File: config.mk
export PLATFORM = sky130hd
export DESIGN_NAME = perfmon_unit
export DESIGN_NICKNAME = d
export VERILOG_FILES = /design/src/rtl/perfmon_pkg.sv /design/src/rtl/perfmon_counter.sv /design/src/rtl/perfmon_prescaler.sv /design/src/rtl/perfmon_ctrl.sv /design/src/rtl/perfmon_unit.sv
export SDC_FILE = /design/constraint.sdc
export NUM_CORES = 1
export LEC_CHECK = 0
export ABC_CLOCK_PERIOD_IN_PS = 3500
export BUFFER_PORTS_ARGS = -buffer_cell sky130_fd_sc_hd__buf_2
export CAP_MARGIN = 20
export CORE_MARGIN = 4
export CORE_UTILIZATION = 55
export DETAILED_ROUTE_END_ITERATION = 8
export PLACE_DENSITY = 0.92
export RECOVER_POWER = 50
export SLEW_MARGIN = 20
export SYNTH_ARGS = -nofsm -noshare
export SYNTH_HDL_FRONTEND = slang
export SYNTH_SLANG_ARGS = --single-unit
File: constraint.sdc
create_clock -name clk -period 3.5 [get_ports clk]
set_input_delay 0.525 -clock clk [delete_from_list [all_inputs] [get_ports clk]]
set_output_delay 0.525 -clock clk [all_outputs]
set_load 0.05 [all_outputs]
File: src/rtl/perfmon_pkg.sv
package perfmon_pkg;

  localparam int DATA_W    = 32;
  localparam int ADDR_W    = 2;
  localparam int CODE_W    = 8;
  localparam int NUM_CODES = 1 << CODE_W;
  localparam int NUM_EVT   = 2;
  localparam int NUM_SLOT  = NUM_EVT + 1;
  localparam int CYC_SLOT  = NUM_EVT;
  localparam int DIV_LOG2  = 6;

  localparam logic [CODE_W-1:0] CODE_IDLE = '1;

  // control word bit positions
  localparam int CB_RUN     = 0;
  localparam int CB_ZAP_EVT = 1;
  localparam int CB_ZAP_CYC = 2;
  localparam int CB_DIV     = 3;
  localparam int CB_IE      = 4;
  localparam int CB_WRAP    = 8;
  localparam int CB_SEL     = 12;

  typedef enum logic [ADDR_W-1:0] {
    RA_CTRL = 2'd0,
    RA_CYC  = 2'd1,
    RA_EV0  = 2'd2,
    RA_EV1  = 2'd3
  } reg_addr_e;

  // bits that carry stored state and read back
  function automatic logic [DATA_W-1:0] ctrl_read_mask();
    logic [DATA_W-1:0] m;
    m = '0;
    m[CB_RUN] = 1'b1;
    m[CB_DIV] = 1'b1;
    for (int s = 0; s < NUM_SLOT; s++) begin
      m[CB_IE + s]   = 1'b1;
      m[CB_WRAP + s] = 1'b1;
    end
    for (int e = 0; e < NUM_EVT * CODE_W; e++) m[CB_SEL + e] = 1'b1;
    return m;
  endfunction

  // bits that a control write acts upon
  function automatic logic [DATA_W-1:0] ctrl_write_mask();
    logic [DATA_W-1:0] m;
    m = ctrl_read_mask();
    m[CB_ZAP_EVT] = 1'b1;
    m[CB_ZAP_CYC] = 1'b1;
    return m;
  endfunction

  function automatic logic [ADDR_W-1:0] slot_addr(input int s);
    if (s == CYC_SLOT) return RA_CYC;
    return ADDR_W'(RA_EV0 + s);
  endfunction

endpackage

File: src/rtl/perfmon_counter.sv
module perfmon_counter
  import perfmon_pkg::*;
#(
  parameter int W = DATA_W
) (
  input  logic         clk,
  input  logic         rst_n,
  input  logic         inc,
  input  logic         clr,
  input  logic         wr_en,
  input  logic [W-1:0] wr_data,
  output logic [W-1:0] value,
  output logic         wrap
);

  logic [W-1:0] cnt_q, cnt_d;
  logic         cnt_ld;

  always_comb begin
    cnt_d  = cnt_q;
    cnt_ld = 1'b0;
    if (wr_en) begin
      cnt_d  = wr_data;
      cnt_ld = 1'b1;
    end else if (clr) begin
      cnt_d  = '0;
      cnt_ld = 1'b1;
    end else if (inc) begin
      cnt_d  = cnt_q + W'(1);
      cnt_ld = 1'b1;
    end
  end

  always_ff @(posedge clk or negedge rst_n) begin
    if (!rst_n) cnt_q <= '0;
    else if (cnt_ld) cnt_q <= cnt_d;
  end

  assign value = cnt_q;
  assign wrap  = inc && !wr_en && !clr && (&cnt_q);

  assert_write_wins_R11: assert property (@(posedge clk) disable iff (!rst_n)
    wr_en |=> (value == $past(wr_data)));

  assert_wrap_zero_R8: assert property (@(posedge clk) disable iff (!rst_n)
    (inc && !wr_en && !clr && (&value)) |=> (value == '0));

  assert_idle_hold_R5: assert property (@(posedge clk) disable iff (!rst_n)
    (!inc && !wr_en && !clr) |=> $stable(value));

  assert_zap_zero_R7: assert property (@(posedge clk) disable iff (!rst_n)
    (clr && !wr_en) |=> (value == '0));

endmodule

File: src/rtl/perfmon_prescaler.sv
module perfmon_prescaler
  import perfmon_pkg::*;
#(
  parameter int LOG2 = DIV_LOG2
) (
  input  logic clk,
  input  logic rst_n,
  input  logic run,
  input  logic div_on,
  input  logic clr,
  output logic tick
);

  logic [LOG2-1:0] ph_q, ph_d;
  logic            ph_ld;

  always_comb begin
    ph_d  = ph_q;
    ph_ld = 1'b0;
    if (clr || !div_on) begin
      ph_d  = '0;
      ph_ld = 1'b1;
    end else if (run) begin
      ph_d  = ph_q + LOG2'(1);
      ph_ld = 1'b1;
    end
  end

  always_ff @(posedge clk or negedge rst_n) begin
    if (!rst_n) ph_q <= '0;
    else if (ph_ld) ph_q <= ph_d;
  end

  assign tick = run && div_on && !clr && (&ph_q);

  assert_tick_gap_R6: assert property (@(posedge clk) disable iff (!rst_n)
    tick |=> !tick);

endmodule

File: src/rtl/perfmon_ctrl.sv
module perfmon_ctrl
  import perfmon_pkg::*;
(
  input  logic                              clk,
  input  logic                              rst_n,
  input  logic                              wr_en,
  input  logic [DATA_W-1:0]                 wr_data,
  input  logic [NUM_SLOT-1:0]               wrap_set,
  output logic                              run,
  output logic                              div_on,
  output logic                              zap_evt,
  output logic                              zap_cyc,
  output logic [NUM_EVT-1:0][CODE_W-1:0]    sel,
  output logic [DATA_W-1:0]                 rd_word,
  output logic                              irq
);

  localparam logic [DATA_W-1:0] WR_MASK = ctrl_write_mask();

  logic                           run_q, run_d;
  logic                           div_q, div_d;
  logic [NUM_SLOT-1:0]            ie_q, ie_d;
  logic [NUM_SLOT-1:0]            wrap_q, wrap_d;
  logic [NUM_EVT-1:0][CODE_W-1:0] sel_q, sel_d;
  logic [NUM_SLOT-1:0]            wrap_clr;
  logic                           unused_rsvd;

  assign unused_rsvd = ^(wr_data & ~WR_MASK);

  always_comb begin
    run_d = run_q;
    div_d = div_q;
    ie_d  = ie_q;
    sel_d = sel_q;
    if (wr_en) begin
      run_d = wr_data[CB_RUN];
      div_d = wr_data[CB_DIV];
      ie_d  = wr_data[CB_IE +: NUM_SLOT];
      for (int i = 0; i < NUM_EVT; i++)
        sel_d[i] = wr_data[CB_SEL + i * CODE_W +: CODE_W];
    end
    wrap_clr = wr_en ? wr_data[CB_WRAP +: NUM_SLOT] : '0;
    wrap_d   = (wrap_q & ~wrap_clr) | wrap_set;
  end

  always_ff @(posedge clk or negedge rst_n) begin
    if (!rst_n) begin
      run_q <= 1'b0;
      div_q <= 1'b0;
      ie_q  <= '0;
      sel_q <= '0;
    end else if (wr_en) begin
      run_q <= run_d;
      div_q <= div_d;
      ie_q  <= ie_d;
      sel_q <= sel_d;
    end
  end

  always_ff @(posedge clk or negedge rst_n) begin
    if (!rst_n) wrap_q <= '0;
    else        wrap_q <= wrap_d;
  end

  always_comb begin
    rd_word = '0;
    rd_word[CB_RUN] = run_q;
    rd_word[CB_DIV] = div_q;
    rd_word[CB_IE +: NUM_SLOT]   = ie_q;
    rd_word[CB_WRAP +: NUM_SLOT] = wrap_q;
    for (int i = 0; i < NUM_EVT; i++)
      rd_word[CB_SEL + i * CODE_W +: CODE_W] = sel_q[i];
  end

  assign run     = run_q;
  assign div_on  = div_q;
  assign sel     = sel_q;
  assign zap_evt = wr_en && wr_data[CB_ZAP_EVT];
  assign zap_cyc = wr_en && wr_data[CB_ZAP_CYC];
  assign irq     = |(wrap_q & ie_q);

  for (genvar s = 0; s < NUM_SLOT; s++) begin : g_flag_chk
    assert_flag_sticky_R9: assert property (@(posedge clk) disable iff (!rst_n)
      (wrap_q[s] && !(wr_en && wr_data[CB_WRAP + s])) |=> wrap_q[s]);
  end

  assert_irq_drop_R10: assert property (@(posedge clk) disable iff (!rst_n)
    (wr_en && (&wr_data[CB_WRAP +: NUM_SLOT]) && (wrap_set == '0)) |=> !irq);

endmodule

File: src/rtl/perfmon_unit.sv
module perfmon_unit
  import perfmon_pkg::*;
(
  input  logic                 clk,
  input  logic                 rst_n,
  input  logic                 bus_wr,
  input  logic [ADDR_W-1:0]    bus_addr,
  input  logic [DATA_W-1:0]    bus_wdata,
  output logic [DATA_W-1:0]    bus_rdata,
  input  logic [NUM_CODES-1:0] evt_pulse,
  output logic                 irq
);

  localparam logic [DATA_W-1:0] RD_MASK = ctrl_read_mask();

  logic                           run, div_on, zap_evt, zap_cyc, tick;
  logic [NUM_EVT-1:0][CODE_W-1:0] sel;
  logic [DATA_W-1:0]              ctrl_word;
  logic [NUM_SLOT-1:0]            cnt_inc, cnt_clr, cnt_wr, cnt_wrap;
  logic [NUM_SLOT-1:0][DATA_W-1:0] cnt_val;

  perfmon_ctrl u_ctrl (
    .clk      (clk),
    .rst_n    (rst_n),
    .wr_en    (bus_wr && (bus_addr == RA_CTRL)),
    .wr_data  (bus_wdata),
    .wrap_set (cnt_wrap),
    .run      (run),
    .div_on   (div_on),
    .zap_evt  (zap_evt),
    .zap_cyc  (zap_cyc),
    .sel      (sel),
    .rd_word  (ctrl_word),
    .irq      (irq)
  );

  perfmon_prescaler #(.LOG2(DIV_LOG2)) u_presc (
    .clk    (clk),
    .rst_n  (rst_n),
    .run    (run),
    .div_on (div_on),
    .clr    (zap_cyc),
    .tick   (tick)
  );

  for (genvar s = 0; s < NUM_SLOT; s++) begin : g_slot
    if (s == CYC_SLOT) begin : g_cyc
      assign cnt_inc[s] = run && (!div_on || tick);
      assign cnt_clr[s] = zap_cyc;
    end else begin : g_evt
      assign cnt_inc[s] = run && (sel[s] != CODE_IDLE) && evt_pulse[sel[s]];
      assign cnt_clr[s] = zap_evt;
    end
    assign cnt_wr[s] = bus_wr && (bus_addr == slot_addr(s));

    perfmon_counter #(.W(DATA_W)) u_cnt (
      .clk     (clk),
      .rst_n   (rst_n),
      .inc     (cnt_inc[s]),
      .clr     (cnt_clr[s]),
      .wr_en   (cnt_wr[s]),
      .wr_data (bus_wdata),
      .value   (cnt_val[s]),
      .wrap    (cnt_wrap[s])
    );
  end

  always_comb begin
    bus_rdata = '0;
    if (bus_addr == RA_CTRL) bus_rdata = ctrl_word;
    for (int s = 0; s < NUM_SLOT; s++)
      if (bus_addr == slot_addr(s)) bus_rdata = cnt_val[s];
  end

  assert_ctrl_rsvd_R2: assert property (@(posedge clk) disable iff (!rst_n)
    (bus_addr == RA_CTRL) |-> ((bus_rdata & ~RD_MASK) == '0));

  assert_halt_R5: assert property (@(posedge clk) disable iff (!rst_n)
    (!run && !bus_wr) |=> $stable(cnt_val));

endmodule

# Yosys cells after proc, flatten, opt, wreduce, memory -nomap -nowiden
# Cells that the tools add are included.
# op_classes
n_lt_le_gt_ge	2
bitwise	4
reduce_logical	45
n_eq_ne	5
addsub	4
muxes	31
# ops
op	n
two-way mux 32 bit	12
adder 32 x 1 -> 32 bit, second input constant	3
AND reduction 32 bit	3
two-way mux 28 bit	1
logical AND 1 bit	23
less-than comparator 8 x 9 -> 1 bit, second input constant	2
binary-select mux 1 bit (select 8 bit)	2
!= test 8 bit, second input constant	2
two-way mux 1 bit	13
two-way mux 6 bit	2
nonzero test 3 bit	3
AND reduction 2 bit	4
adder 6 x 1 -> 6 bit, second input constant	1
bitwise AND 3 bit	2
zero test 1 bit	6
AND reduction 6 bit	1
equality test 2 bit, second input constant	2
two-way mux 3 bit	1
NOT 3 bit	1
bitwise OR 3 bit	1
OR reduction 3 bit	1
equality test 2 x 1 -> 1 bit, second input constant	1
zero test 2 bit	1
logical OR 1 bit	2
nonzero test 2 bit	1
# word_totals
out_inout_bits	33
reg_bits	126
input_bits	293

# Longest topological paths before layout
# logic_depth
depth_word	12
mapped_depth	14

# Hierarchy
# A second synthesis with hierarchy kept.
# unflattened
cells_unflattened	1284
hier_area_um2	13267.7
# modules_own_cells
module	seq_area_each_um2	n_inst	area_per_inst_um2	cells_per_inst
perfmon_counter	800.8	3	2229.6	260
perfmon_unit	0.0	1	5099.9	392
perfmon_ctrl	600.6	1	1194.9	85
perfmon_prescaler	150.1	1	284.0	27

# Worst setup path before layout
# Ideal clock, no wire load.
# synth_path
path_kind	register to register
from	reg u_ctrl.sel_q, in the netlist u_ctrl.rd_word[20]
to	reg g_slot[1].u_cnt.cnt_q[22]
t_arrival_ps	2755
stages_incl_launch_ff	11
setup_ps	118
period_less_slack_ps	2873
setup_slack_ps	627
cell_sequence	dfrtp_1 > buf_6 > buf_6 > mux4_1 > a211oi_2 > a211oi_1 > or4_4 > a32oi_4 > buf_8 > a22oi_1 > o2bb2a_4
# synth_between
elab_chain_cells	7
word_cells_on_any_way	10
# synth_rtl
item	line	rtl
start: declaration	perfmon_ctrl.sv:24	logic [NUM_EVT-1:0][CODE_W-1:0] sel_q, sel_d;
start signal: assignment	perfmon_ctrl.sv:56	sel_q <= sel_d;
binary-select mux 1 bit (select 8 bit) / != test 8 bit (equally long branches)	perfmon_unit.sv:51	assign cnt_inc[s] = run && (sel[s] != CODE_IDLE) && evt_pulse[sel[s]];
two-way mux 1 bit (implied by the code) / logical AND 1 bit (equally long branches)	perfmon_unit.sv:51	
logical AND 1 bit *	perfmon_unit.sv:51	
two-way mux 1 bit	perfmon_counter.sv:28	end else if (inc) begin
two-way mux 1 bit	perfmon_counter.sv:25	end else if (clr) begin
two-way mux 1 bit	perfmon_counter.sv:22	if (wr_en) begin
AND reduction 2 bit (no source line) *	n/a	
end signal: assignment	perfmon_counter.sv:36	else if (cnt_ld) cnt_q <= cnt_d;
end: declaration	perfmon_counter.sv:16	logic [W-1:0] cnt_q, cnt_d;
# Mark *: on every way between the ends. The rest lies on a longest branch, timed or not. The select of a mux whose other input is x is not followed.
# A chain may end at the register's enable or synchronous reset.

# Worst setup path after layout
# layout_path
from	reg u_ctrl.sel_q, in the netlist u_ctrl.rd_word[20]
to	reg g_slot[1].u_cnt.cnt_q[11]
# Same word-level chain as after synthesis.

==> results.sh <==
export IMPL_antenna_found_initial=3
export IMPL_synth_cell_types=83
export IMPL_antenna_left=0
export IMPL_fmax_mhz=288
export IMPL_synth_area_mux_share=0.319
export IMPL_portBuffers=325
export IMPL_status="finished with violations"
export IMPL_crit_required_ns=3.83
export IMPL_synth_top_family_by_area="multiplexers"
export IMPL_dr_pass1_iters=8
export IMPL_routed_wirelength_um=54200
export IMPL_synth_seq_cells=126
export IMPL_cts_tree="built"
export IMPL_yosys_area_share_simple=0.152
export IMPL_drv_cap=1
export IMPL_grt_use_total=0.400
export IMPL_violations="capacitance limit, slew limit"
export IMPL_synth_compound_area_share=0.216
export IMPL_h_tree_depth=4
export IMPL_synth_area_mm2=0.0130
export IMPL_grt_pass1_wl_um=81600
export IMPL_synth_flop_cell="dfrtp_1"
export IMPL_grt_setup_unrepaired="no"
export IMPL_routedWlPerCell_um=27.7
export IMPL_min_period_ns=3.47
export IMPL_std_cell_rows=55
export IMPL_dp_cells=1918
export IMPL_post_place_ws_ns=-0.179
export IMPL_vias=14651
export IMPL_internal_power_mw=4.58
export IMPL_core_area_mm2=0.0229
export IMPL_worstSetupStartpointType="flop"
export IMPL_yosys_top_cells_area="dfrtp_1 24%, mux4_2 20%, nand2_1 5.6%"
export IMPL_drc=0
export IMPL_power_frac_seq=0.280
export IMPL_drv_slew=29
export IMPL_drt_iter0_drc=2405
export IMPL_root_buffer="clkbuf_16"
export IMPL_yosysWarnings=0
export IMPL_cp_top_family="compound AO/OA/AOI/OAI gates"
export IMPL_ios=326
export IMPL_syn_avg_cell_area_um2=9.78
export IMPL_dieArea_mm2=0.0262
export IMPL_cts_buffers=17
export IMPL_dpl_hpwl_um=40900
export IMPL_clkSlewWorstSetupHoldPaths_ns=0.06
export IMPL_drive_above_1_share=0.380
export IMPL_grt_max_degree=57
export IMPL_swShare=0.400
export IMPL_hold_viol=0
export IMPL_skew_ns=0.0155
export IMPL_end_kind="flop"
export IMPL_slowest_stage="dfrtp_4"
export IMPL_synth_fa_ha_area_frac=0.00385
export IMPL_p_comb_frac=0.450
export IMPL_clock_latency_ns=0.44
export IMPL_syn2layout_area_growth_pct=20.8
export IMPL_first_global_vias=14399
export IMPL_pwr_share_clk=0.270
export IMPL_die_x_um=162
export IMPL_final_common_cell="buf_2"
export IMPL_cts_sinks=126
export IMPL_cp_max_fo=23
export IMPL_synth_largest_area_cell="dfrtp_1"
export IMPL_async_flop_share=1.00
export IMPL_slew_limit_headroom=-0.0676
export IMPL_p_leak_nw=6.64
export IMPL_p_per_area_mw_per_mm2=486
export IMPL_period_share=0.992
export IMPL_synth_nets=1626
export IMPL_min_path_type="input port to flop"
export IMPL_globalplace_congestion=1.01
export IMPL_via_per_inst=7.49
export IMPL_start_util=0.567
export IMPL_tightestPinTransition_ns=1.60
export IMPL_final_cell_mix="323 x buf_2, 194 x nand2_1, 121 x dfrtp_1, 118 x mux4_2, 92 x a21oi_1"
export IMPL_finalWorstSetupSlack_ns=0.0275
export IMPL_critPathMaxStageDelay_ns=0.57
export IMPL_synth_top_cell_area_share=0.243
export IMPL_synth_xor_area_frac=0.00943
export IMPL_final_nets=1923
export IMPL_die_y_um=162
export IMPL_vdd_ir_drop_max_mv=0.538
export IMPL_clock_path_buffers=2
export IMPL_crit_buf_inv=3
export IMPL_crit_chain="buf_6 -> mux4_2 -> mux2i_1 -> nor2_1 -> a311oi_1 -> o2111ai_1 -> a32oi_4 -> buf_12 -> buf_4 -> o31ai_1 -> a22oi_1"
export IMPL_overflow=0
export IMPL_fillCellCount=1696
export IMPL_power_mw=7.63
export IMPL_synth_edf_count=0
export IMPL_finalSetupViolCount=0
export IMPL_p_sw_mw=3.06
export IMPL_fin_cells=1955
export IMPL_cp_arrival_ns=3.80
export IMPL_criticalPathCategory="flop to flop"
export IMPL_netlist_instances=1329
export IMPL_ys_seq_area_frac=0.243
-- power groups by stage --
stage	clock network [mW]	logic, mW	registers (mW)
2_1_floorplan	0	2.44	1.89
3_3_place_gp	0	3.19	2.11
3_5_place_dp	0	3.27	2.12
4_1_cts	2.05	3.33	2.10
5_1_grt	2.13	3.58	2.15
6_report	2.06	3.44	2.13
-- tightest hold or removal path: stages --
cell and delay [ns]:
buf_2 0.11, nand2_1 0.05, o21ai_0 0.06
-- stage by stage --
stage	setup TNS (ns)	instance area [µm²]	utilization	hold WS (ns)
2_1_floorplan	0	13000	-	0.229
3_3_place_gp	-0.226	15000	0.656	0.502
3_5_place_dp	-2.25	15000	0.656	0.522
4_1_cts	0	15700	0.686	0.177
5_1_grt	0	15700	0.685	0.382
6_report	0	15700	0.685	0.360
-- layer usage --
metal / global-route usage / wire [µm] / vias up
met2: 0.646 / 24600 / 1506
met1: 0.485 / 18000 / 6905
met3: 0.116 / 7490 / 405
met4: 0.218 / 4180 / 0
li1: - / - / 5835
met5: 0 / 0 / -
-- logic make-up (layout without fill, tap and decap cells) --
family	Yosys count	after routing
buffers and inverters	146	456
adders and majority gates	4	4
and+or+nand+nor	421	421
other	0	3
muxes	230	230
DFF	126	126
AOI/OAI and AO/OA	388	388
xor gates and xnor gates	14	14
-- area by class of cell --
class                   count  area [µm²]  area share
multi-input cells        1057        9130       0.582
clock inverters            14         239      0.0152
diodes                      3        7.51    0.000478
well taps                 313         392      0.0249
clock buffers              18         429      0.0273
flip-flops and latches    126        3170       0.202
inverters                  32         120     0.00765
repair buffers            392        2220       0.141
-- synthesized netlist by cell type (23+ instances only) --
cell / n
a21oi_1: 94
a22oi_1: 23
buf_2: 26
clkbuf_1: 53
dfrtp_1: 126
inv_1: 32
mux2_2: 32
mux2i_1: 60
mux4_2: 118
nand2_1: 194
nand3_1: 48
nor2_1: 62
o21ai_0: 82
-- worst paths after layout --
check	end	slack, ns	start	depth (start not counted)
max	g_slot[1].u_cnt.value[11]	0.03	u_ctrl.rd_word[20]	11
min	g_slot[2].u_cnt.value[31]	0.36	bus_wdata[31]	3
max reg2reg	g_slot[1].u_cnt.value[11]	0.03	u_ctrl.rd_word[20]	11
max in group asynchronous	u_ctrl.rd_word[21]	0.75	rst_n	2
min in group asynchronous	u_ctrl.ie_q[1]	0.42	rst_n	1
min reg2reg	g_slot[1].u_cnt.value[13]	0.54	g_slot[1].u_cnt.value[13]	1
-- sequential cells by signal (all words and copies together) (netlist names) --
register            flops
g_slot.u_cnt.value     96
u_ctrl.div_on           1
u_ctrl.ie_q             3
u_ctrl.rd_word         16
u_ctrl.run              1
u_ctrl.wrap_q           3
u_presc.ph_q            6
-- repair_timing --
action | 4_1_cts | 5_1_grt
pin swaps | 1 | 0
setup buffers | 2 | 0
gates resized for setup | 0 | 3
hold buffers | 0 | 0
endpoints found under the setup margin | 31 | 15
Power figures use the tool's default switching activity.
